**src/rtl/pexc_pkg.sv**
```systemverilog
package pexc_pkg;

  localparam int NSTAGE = 5;
  localparam int ST_IF  = 0;
  localparam int ST_ID  = 1;
  localparam int ST_EX  = 2;
  localparam int ST_MEM = 3;
  localparam int ST_WB  = 4;

  typedef enum logic [2:0] {
    CAUSE_INT  = 3'd0,
    CAUSE_ITLB = 3'd1,
    CAUSE_ILL  = 3'd2,
    CAUSE_OVF  = 3'd3,
    CAUSE_DTLB = 3'd4
  } cause_e;

  typedef struct packed {
    logic   valid;
    logic   exc;
    logic   rfe;
    cause_e cause;
  } tag_t;

  // Cause reported by the fault strobe that belongs to a given stage.
  function automatic cause_e stage_cause(input int s);
    case (s)
      ST_IF:   return CAUSE_ITLB;
      ST_ID:   return CAUSE_ILL;
      ST_EX:   return CAUSE_OVF;
      ST_MEM:  return CAUSE_DTLB;
      default: return CAUSE_INT;
    endcase
  endfunction

endpackage

```
**src/rtl/pexc_stage.sv**
```systemverilog
module pexc_stage
  import pexc_pkg::*;
#(
  parameter int     PC_W        = 32,
  parameter cause_e FAULT_CAUSE = CAUSE_INT
) (
  input  logic            clk,
  input  logic            rst_n,
  input  logic            flush,
  input  tag_t            ld_tag,
  input  logic [PC_W-1:0] ld_pc,
  input  logic            fault,
  input  logic            rfe_mark,
  output tag_t            out_tag,
  output logic [PC_W-1:0] out_pc
);

  tag_t            tag_q, tag_d;
  logic [PC_W-1:0] pc_q;
  logic            pc_en;

  // Next state: a squash empties the stage, otherwise take the older neighbour.
  always_comb begin
    tag_d = ld_tag;
    if (flush) tag_d = '0;
  end

  assign pc_en = ld_tag.valid & ~flush;

  always_ff @(posedge clk or negedge rst_n) begin
    if (!rst_n) tag_q <= '0;
    else        tag_q <= tag_d;
  end

  always_ff @(posedge clk) begin
    if (pc_en) pc_q <= ld_pc;
  end

  // First fault wins: a tag already set is never overwritten.
  always_comb begin
    out_tag = tag_q;
    if (tag_q.valid && !tag_q.exc) begin
      if (fault) begin
        out_tag.exc   = 1'b1;
        out_tag.cause = FAULT_CAUSE;
      end else if (rfe_mark) begin
        out_tag.rfe = 1'b1;
      end
    end
  end

  assign out_pc = pc_q;

endmodule

```
**src/rtl/pexc_inject.sv**
```systemverilog
module pexc_inject
  import pexc_pkg::*;
#(
  parameter int PC_W = 32
) (
  input  logic            irq_i,
  input  logic            irq_en,
  input  logic            inflight,
  input  logic            squash,
  input  logic            fetch_valid,
  input  logic [PC_W-1:0] fetch_pc,
  output tag_t            if_tag,
  output logic [PC_W-1:0] if_pc,
  output logic            inject
);

  assign inject = irq_i & irq_en & ~inflight & ~squash;

  always_comb begin
    if_tag       = '0;
    if_tag.cause = CAUSE_INT;
    if (inject) begin
      if_tag.valid = 1'b1;
      if_tag.exc   = 1'b1;
    end else begin
      if_tag.valid = fetch_valid;
    end
  end

  // The marked no-op stands for the displaced instruction, so it keeps its address.
  assign if_pc = fetch_pc;

endmodule

```
**src/rtl/pexc_csr.sv**
```systemverilog
module pexc_csr
  import pexc_pkg::*;
#(
  parameter int PC_W = 32
) (
  input  logic            clk,
  input  logic            rst_n,
  input  logic            take_exc,
  input  logic            take_rfe,
  input  logic [PC_W-1:0] wb_pc,
  input  cause_e          wb_cause,
  output logic [PC_W-1:0] epc,
  output cause_e          cause,
  output logic            supervisor,
  output logic            irq_en
);

  logic [PC_W-1:0] epc_q, epc_d;
  cause_e          cause_q, cause_d;
  logic            sup_q, sup_d;
  logic            ie_q, ie_d;

  always_comb begin
    epc_d   = epc_q;
    cause_d = cause_q;
    sup_d   = sup_q;
    ie_d    = ie_q;
    if (take_exc) begin
      epc_d   = wb_pc;
      cause_d = wb_cause;
      sup_d   = 1'b1;
      ie_d    = 1'b0;
    end else if (take_rfe) begin
      sup_d   = 1'b0;
      ie_d    = 1'b1;
    end
  end

  always_ff @(posedge clk or negedge rst_n) begin
    if (!rst_n) begin
      epc_q   <= '0;
      cause_q <= CAUSE_INT;
      sup_q   <= 1'b1;
      ie_q    <= 1'b0;
    end else begin
      sup_q <= sup_d;
      ie_q  <= ie_d;
      if (take_exc) begin
        epc_q   <= epc_d;
        cause_q <= cause_d;
      end
    end
  end

  assign epc        = epc_q;
  assign cause      = cause_q;
  assign supervisor = sup_q;
  assign irq_en     = ie_q;

endmodule

```
**src/rtl/precise_exc_ctrl.sv**
```systemverilog
module precise_exc_ctrl
  import pexc_pkg::*;
#(
  parameter int              PC_W      = 32,
  parameter logic [PC_W-1:0] VECTOR_PC = 'h80
) (
  input  logic            clk,
  input  logic            rst_n,
  input  logic            fetch_valid_i,
  input  logic [PC_W-1:0] fetch_pc_i,
  input  logic            irq_i,
  input  logic            itlb_fault_i,
  input  logic            illegal_i,
  input  logic            rfe_i,
  input  logic            ovf_i,
  input  logic            dtlb_fault_i,
  output logic [4:0]      stage_valid_o,
  output logic            mem_store_ok_o,
  output logic            wb_commit_o,
  output logic            redirect_o,
  output logic [PC_W-1:0] redirect_pc_o,
  output logic [PC_W-1:0] epc_o,
  output logic [2:0]      cause_o,
  output logic            supervisor_o,
  output logic            irq_en_o,
  output logic            irq_inject_o
);

  tag_t              stg_tag [NSTAGE];
  logic [PC_W-1:0]   stg_pc  [NSTAGE];
  logic [NSTAGE-1:0] stg_fault;
  logic [NSTAGE-1:0] stg_rfe;
  logic [NSTAGE-1:0] irq_marks;

  tag_t              if_tag;
  logic [PC_W-1:0]   if_pc;
  logic              inflight;
  logic              take_exc, take_rfe, squash;
  tag_t              wb_tag;
  logic [PC_W-1:0]   wb_pc;
  cause_e            csr_cause;
  logic              sup, ie;

  // A return seen in user mode is privileged and becomes an illegal-opcode fault.
  assign stg_fault = {1'b0, dtlb_fault_i, ovf_i, illegal_i | (rfe_i & ~sup), itlb_fault_i};
  assign stg_rfe   = NSTAGE'(rfe_i) << ST_ID;

  assign wb_tag   = stg_tag[ST_WB];
  assign wb_pc    = stg_pc[ST_WB];
  assign take_exc = wb_tag.valid & wb_tag.exc;
  assign take_rfe = wb_tag.valid & ~wb_tag.exc & wb_tag.rfe;
  assign squash   = take_exc | take_rfe;

  for (genvar g = 0; g < NSTAGE; g++) begin : g_stage
    tag_t            ld_tag;
    logic [PC_W-1:0] ld_pc;
    if (g == ST_IF) begin : g_head
      assign ld_tag = if_tag;
      assign ld_pc  = if_pc;
    end else begin : g_chain
      assign ld_tag = stg_tag[g-1];
      assign ld_pc  = stg_pc[g-1];
    end

    pexc_stage #(
      .PC_W        (PC_W),
      .FAULT_CAUSE (stage_cause(g))
    ) u_stage (
      .clk      (clk),
      .rst_n    (rst_n),
      .flush    (squash),
      .ld_tag   (ld_tag),
      .ld_pc    (ld_pc),
      .fault    (stg_fault[g]),
      .rfe_mark (stg_rfe[g]),
      .out_tag  (stg_tag[g]),
      .out_pc   (stg_pc[g])
    );

    assign stage_valid_o[g] = stg_tag[g].valid;
    assign irq_marks[g]     = stg_tag[g].valid & stg_tag[g].exc &
                              (stg_tag[g].cause == CAUSE_INT);
  end

  assign inflight = |irq_marks;

  pexc_inject #(.PC_W(PC_W)) u_inject (
    .irq_i       (irq_i),
    .irq_en      (ie),
    .inflight    (inflight),
    .squash      (squash),
    .fetch_valid (fetch_valid_i),
    .fetch_pc    (fetch_pc_i),
    .if_tag      (if_tag),
    .if_pc       (if_pc),
    .inject      (irq_inject_o)
  );

  pexc_csr #(.PC_W(PC_W)) u_csr (
    .clk        (clk),
    .rst_n      (rst_n),
    .take_exc   (take_exc),
    .take_rfe   (take_rfe),
    .wb_pc      (wb_pc),
    .wb_cause   (wb_tag.cause),
    .epc        (epc_o),
    .cause      (csr_cause),
    .supervisor (sup),
    .irq_en     (ie)
  );

  assign cause_o       = csr_cause;
  assign supervisor_o  = sup;
  assign irq_en_o      = ie;
  assign redirect_o    = squash;
  assign redirect_pc_o = take_exc ? VECTOR_PC : epc_o;
  assign wb_commit_o   = wb_tag.valid & ~wb_tag.exc;
  assign mem_store_ok_o = stg_tag[ST_MEM].valid & ~stg_tag[ST_MEM].exc & ~squash;

endmodule

```
**config.mk**
```make
export PLATFORM = sky130hd
export DESIGN_NAME = precise_exc_ctrl
export DESIGN_NICKNAME = d
export VERILOG_FILES = /design/src/rtl/pexc_pkg.sv /design/src/rtl/pexc_stage.sv /design/src/rtl/pexc_inject.sv /design/src/rtl/pexc_csr.sv /design/src/rtl/precise_exc_ctrl.sv
export SDC_FILE = /design/constraint.sdc
export NUM_CORES = 1
export LEC_CHECK = 0
export ABC_AREA = 1
export CORE_AREA = 5 5 124 126
export CTS_BUF_LIST = sky130_fd_sc_hd__clkbuf_16
export CTS_CLUSTER_SIZE = 40
export DETAILED_ROUTE_END_ITERATION = 10
export DIE_AREA = 0 0 129 131
export GPL_TIMING_DRIVEN = 0
export PLACE_DENSITY = 0.78
export REMOVE_ABC_BUFFERS = 1
export SLEW_MARGIN = 15
export SYNTH_ARGS = -nofsm -noshare
export SYNTH_HDL_FRONTEND = slang
export SYNTH_SLANG_ARGS = --single-unit
```
**constraint.sdc**
```tcl
create_clock -name clk -period 3.39 [get_ports clk]
set_clock_uncertainty 0.05 [all_clocks]
set_input_delay 0.339 -clock clk [delete_from_list [all_inputs] [get_ports clk]]
set_output_delay 0.339 -clock clk [all_outputs]
set_load 0.1 [all_outputs]
```
# --- After elaboration in Yosys (flattened, before gate mapping) ---
# Cells that the tools add are included.
# Widths: inputs -> output; s select.
classes:
  muxes: 26
  bitwise: 30
  reduce_logical: 15
op_table:
  columns: ["op", "n"]
  rows:
  - ["$mux 32", 1]
  - ["$mux 6", 5]
  - ["$and 1x1->1", 23]
  - ["$mux 5", 4]
  - ["$logic_not 3->1", 5]
  - ["$mux 1", 12]
  - ["$mux 3", 4]
  - ["$not 1->1", 5]
  - ["$reduce_or 5->1", 1]
  - ["$logic_and 1x1->1", 4]
  - ["$logic_not 1->1", 4]
  - ["$or 1x1->1", 2]
  - ["$reduce_bool 2->1", 1]
totals:
  reg_bits: 227
  in_bits: 41
  output_inout_bits: 78
  elab_cells: 100

# --- Longest topological paths before layout ---
logic_depth:
  ltp_word: 13
  ltp_mapped: 9
  ltp_nobuf: 8

# --- Cells and area by module ---
# A second synthesis with hierarchy kept.
hier_totals:
  hier_cells: 639
  area_unflattened_um2: 8341.8
modules_own_cells:
  columns: ["mod", "instances", "cells_each", "area_per_inst_um2", "seq_area_each_um2"]
  rows:
  - ["pexc_stage", 5, 67, 1229.9, 1111.1]
  - ["pexc_csr", 1, 155, 1445.1, 927.1]
  - ["precise_exc_ctrl", 1, 104, 439.2, 0.0]
  - ["pexc_inject", 1, 45, 307.8, 0.0]

# --- Worst setup path after synthesis ---
# Ideal clock, no wire load.
synth_timing:
  path_type: "reg-to-reg"
  start: "reg u_csr.ie_q (netlist: u_csr.irq_en)"
  end: "reg g_stage[0].u_stage.pc_q[0] (enable)"
  setup_time_ns: 0.433
  arrival_time_ns: 2.879
  path_slack_ns: 0.028
  stages_incl_launch_ff: 5
  period_less_slack_ns: 3.362
  path_cell_list: "dfrtp_1 -> nand2_2 -> a21oi_2 -> nand3_1 -> a21oi_1"
synth_between:
  elab_chain_cells: 5
synth_lines:
  columns: ["item", "line_no", "source"]
  rows:
  - ["from (decl)", "pexc_csr.sv:21", "logic ie_q, ie_d;"]
  - ["from (signal assigned)", "pexc_csr.sv:47", "ie_q <= ie_d;"]
  - ["$and 1x1->1 (3 in series)", "pexc_inject.sv:17", "assign inject = irq_i & irq_en & ~inflight & ~squash;"]
  - ["$mux 1", "pexc_inject.sv:22", "if (inject) begin"]
  - ["$and 1x1->1", "pexc_stage.sv:28", "assign pc_en = ld_tag.valid & ~flush;"]
  - ["via g_stage[0].u_stage.pc_en", "pexc_stage.sv:20", "logic pc_en;"]
  - ["to (signal assigned)", "pexc_stage.sv:36", "if (pc_en) pc_q <= ld_pc;"]
  - ["to (decl)", "pexc_stage.sv:19", "logic [PC_W-1:0] pc_q;"]
# The timed path passes the listed nets, and every way through them passes these cells.
# A chain may end at the register's enable or synchronous reset.

# --- Worst setup path in the final report ---
layout_timing:
  start: "reg g_stage[4].u_stage.tag_q (netlist bit g_stage[4].u_stage.out_tag[5])"
  end: "out redirect_pc_o[7]"
layout_between:
  elab_chain_cells: 2
layout_lines:
  columns: ["item", "line_no", "source"]
  rows:
  - ["from (decl)", "pexc_stage.sv:18", "tag_t tag_q, tag_d;"]
  - ["from (signal assigned)", "pexc_stage.sv:32", "else tag_q <= tag_d;"]
  - ["$and 1x1->1", "precise_exc_ctrl.sv:50", "assign take_exc = wb_tag.valid & wb_tag.exc;"]
  - ["$mux 32", "precise_exc_ctrl.sv:116", "assign redirect_pc_o = take_exc ? VECTOR_PC : epc_o;"]
  - ["to (decl)", "precise_exc_ctrl.sv:21", "output logic [PC_W-1:0] redirect_pc_o,"]
# Every way passes these cells.

==> key figures <==
Outcome
  • Status: finished clean

Setup path
  • WP buf/inv: 2
  • CP Depth: 4
  • Worst-path cell chain: nand2_4 > inv_2 > or2_2 > clkdlybuf4s15_1
  • Crit path DAT: 2710 ps
  • R2R Path End: g_stage[1].u_stage.out_pc[9]$_DFFE_PP_
  • Setup crit start: g_stage[4].u_stage.out_tag[5]$_DFF_PN0_
  • Critical Path Slowest Stage Cell: clkdlybuf4s15_1
  • CP Capture Type: primary output
  • Crit-path leading delay family: buffers and inverters
  • Slowest Stage Delay on Critical Path: 730 ps
  • Worst EP required: 3000 ps
  • Reg2Reg Depth: 8
  • FF-to-FF setup slack: 800 ps
  • RR Startpoint: g_stage[4].u_stage.tag_q[4]$_DFF_PN0_
  • Worst setup endpoint: redirect_pc_o[7]
  • CP startpoint kind: flip-flop
  • Kind of critical path: reg -> out
  • Maximum fanout along the worst path: 39

STA
  • Max-slew violations: 0
  • Setup tns final: 0 ps
  • RSZ-0062 raised after global routing: no
  • Fmax: 322.2 MHz
  • Final period utilization: 91.54%
  • Final hold vios: 0
  • Slew margin rel.: 24.39%
  • Min Tclk post-route: 3103 ps
  • Setup violations, final: 0
  • Worst slew pin tran: 1133 ps

Clock tree
  • CTS Sinks: 218
  • TritonCTS clock tree: built
  • CTS Buf Count: 20
  • H-tree Lvls: 1
  • Clk pin slew, worst setup/hold paths: 60 ps
  • CTS root buf: clkbuf_16
  • Longest Clk Path Bufs: 3
  • Post CTS Setup Buffer Count: 0
  • Clock Latency Late Sink: 470 ps

Worst hold path
  • Hold Crit Class: reg -> reg

Logic synthesis
  • Synth area leaders: edfxtp_1 66%, dfrtp_1 20%, nand2_1 6.6%
  • Synth Flop Type: edfxtp_1
  • Synth area leader: edfxtp_1
  • Synth async-reset ratio: 26.61%
  • Post-Syn Area per Cell: 15.98 sq um
  • Mapped Area: 7238 sq um
  • Top-area cell type share of the netlist area: 66.38%
  • Seq/Total Area, Yosys: 86.45%
  • Netlist cell types: 24
  • EDFF count, synth: 160
  • Synth Instances: 453
  • Seq cells post-synth: 218
  • Warnings, synthesis: 0

Global routing
  • Antenna violations before repair: 0
  • GRT Util Overall: 13.04%
  • Grt ovf: 0
  • Vias in the first global route: 3,577
  • Largest net degree at the start of global routing: 59
  • Global-route wire length before repair: 17,570 microns

Routing
  • Initial DRC Count: 181
  • DR WL/cell: 13.54 microns
  • DR vias: 3,425
  • Via density: 4.391
  • Detailed Route WL: 10,560 microns
  • First-pass DRT Iterations: 4
  • Post-route ant nets: 0
  • Residual DRC: 0

Placed design
  • DPL Wire Length: 6813 microns
  • Post-Place Cells: 743
  • Placer Congestion: 0.6993
  • Port bufs: 118
  • Post-DP Area: 8596 sq um

Die
  • Die area: 16,900 sq um
  • Num rows: 44
  • Core area: 14,200 sq um
  • Starting density of the core: 50.96%
  • Die X: 129 microns
  • Ports: 119
  • Die height: 131 microns

Cells and area
  • NumNets Final: 623
  • Number of diodes: 0
  • Final std cells w/o fill: 780
  • Final Instance Area: 9254 sq um
  • Layout cells sized above 1: 7.550%
  • Area Growth Syn to Fin: 27.85%

Flow run
  • Max Cap Viol: 0
layer usage:
metal	vias up	wire (microns)	GRT usage [%]
met2	108	5045	20.61
met1	1542	4653	18.41
met4	0	244	4.385
met3	21	618	2.683
met5	-	0	0
li1	1754	-	-
final cells by class:
type / instances / area (sq um)
multi-input cells: 159 / 668.1
repair buffers: 120 / 1214
inverters: 63 / 239.0
clock inverters: 15 / 120.1
flip-flops and latches: 218 / 6257
clock buffers: 21 / 525.5
well taps: 184 / 230.2
fillers: 982 / 4950
how the worst min path moves through the flow:
stage | startpoint | end | slack [ps] | cells after the start
floorplan | rst_n | g_stage[0].u_stage.out_tag[5]$_DFF_PN0_ | -7 | 0
global route | fetch_pc_i[7] | g_stage[0].u_stage.out_pc[7]$_DFFE_PP_ | 350 | 1
detailed placement | g_stage[0].u_stage.out_pc[10]$_DFFE_PP_ | g_stage[1].u_stage.out_pc[10]$_DFFE_PP_ | 350 | 0
global placement | g_stage[2].u_stage.out_pc[22]$_DFFE_PP_ | g_stage[3].u_stage.out_pc[22]$_DFFE_PP_ | 350 | 0
finish | g_stage[2].u_stage.out_pc[19]$_DFFE_PP_ | g_stage[3].u_stage.out_pc[19]$_DFFE_PP_ | 360 | 0
CTS | fetch_pc_i[8] | g_stage[0].u_stage.out_pc[8]$_DFFE_PP_ | 360 | 1
cells in the mapped netlist, types with 2 or more instances:
master	n
edfxtp_1	160
nand2_1	128
inv_1	59
dfrtp_1	57
nor2_1	9
buf_2	6
buf_4	5
o21ai_0	5
inv_2	3
nand2_2	3
a21oi_1	2
buf_6	2
nor3_1	2
o21bai_1	2
logic make-up after synthesis:
group           synth area share (%)
flops                          86.45
simple gates                   8.090
buf+inv                        4.546
compound gates                0.9161
through the flow:
step	util [%]	worst slack (ps)	hold WS (ps)
after floorplan	-	-498.2	-6.591
after global placement	60.26	-428.3	350.9
after detailed placement	60.52	199.9	354.5
after CTS	65.11	-34.18	357.2
after global routing	65.15	145.6	350.2
final	65.15	286.8	358.2
state kept, by name (all words and copies together) (netlist names):
name,flops
g_stage.u_stage.out_pc,160
u_csr.epc,32
g_stage.u_stage.tag_q,16
g_stage.u_stage.out_tag,5
u_csr.cause,3
u_csr.irq_en,1
u_csr.supervisor,1
placed cells by master (no fill, tap or decap), types with 2 or more instances in the layout:
cell type / count
nand2_4: 2
nor3_1: 2
dlygate4sd2_1: 2
nand2_1: 128
nand2_2: 2
o21ai_0: 5
clkinv_2: 6
dfrtp_1: 57
inv_2: 3
bufinv_16: 2
edfxtp_1: 160
clkbuf_16: 21
clkdlybuf4s50_1: 114
inv_1: 62
clkinv_1: 3
nor2_1: 9
o21bai_1: 2
repair_timing:
item / in CTS / in global routing
pin swaps: 0 / 0
hold buffers: 1 / 0
endpoints found under the hold margin: 57 / 0
setup endpoints to repair: 3 / 15
gates resized for setup: 3 / 2
Power is left out: the tool's default activity adds up to more than one toggle a clock period on the data nets, which glitch-free logic cannot reach.
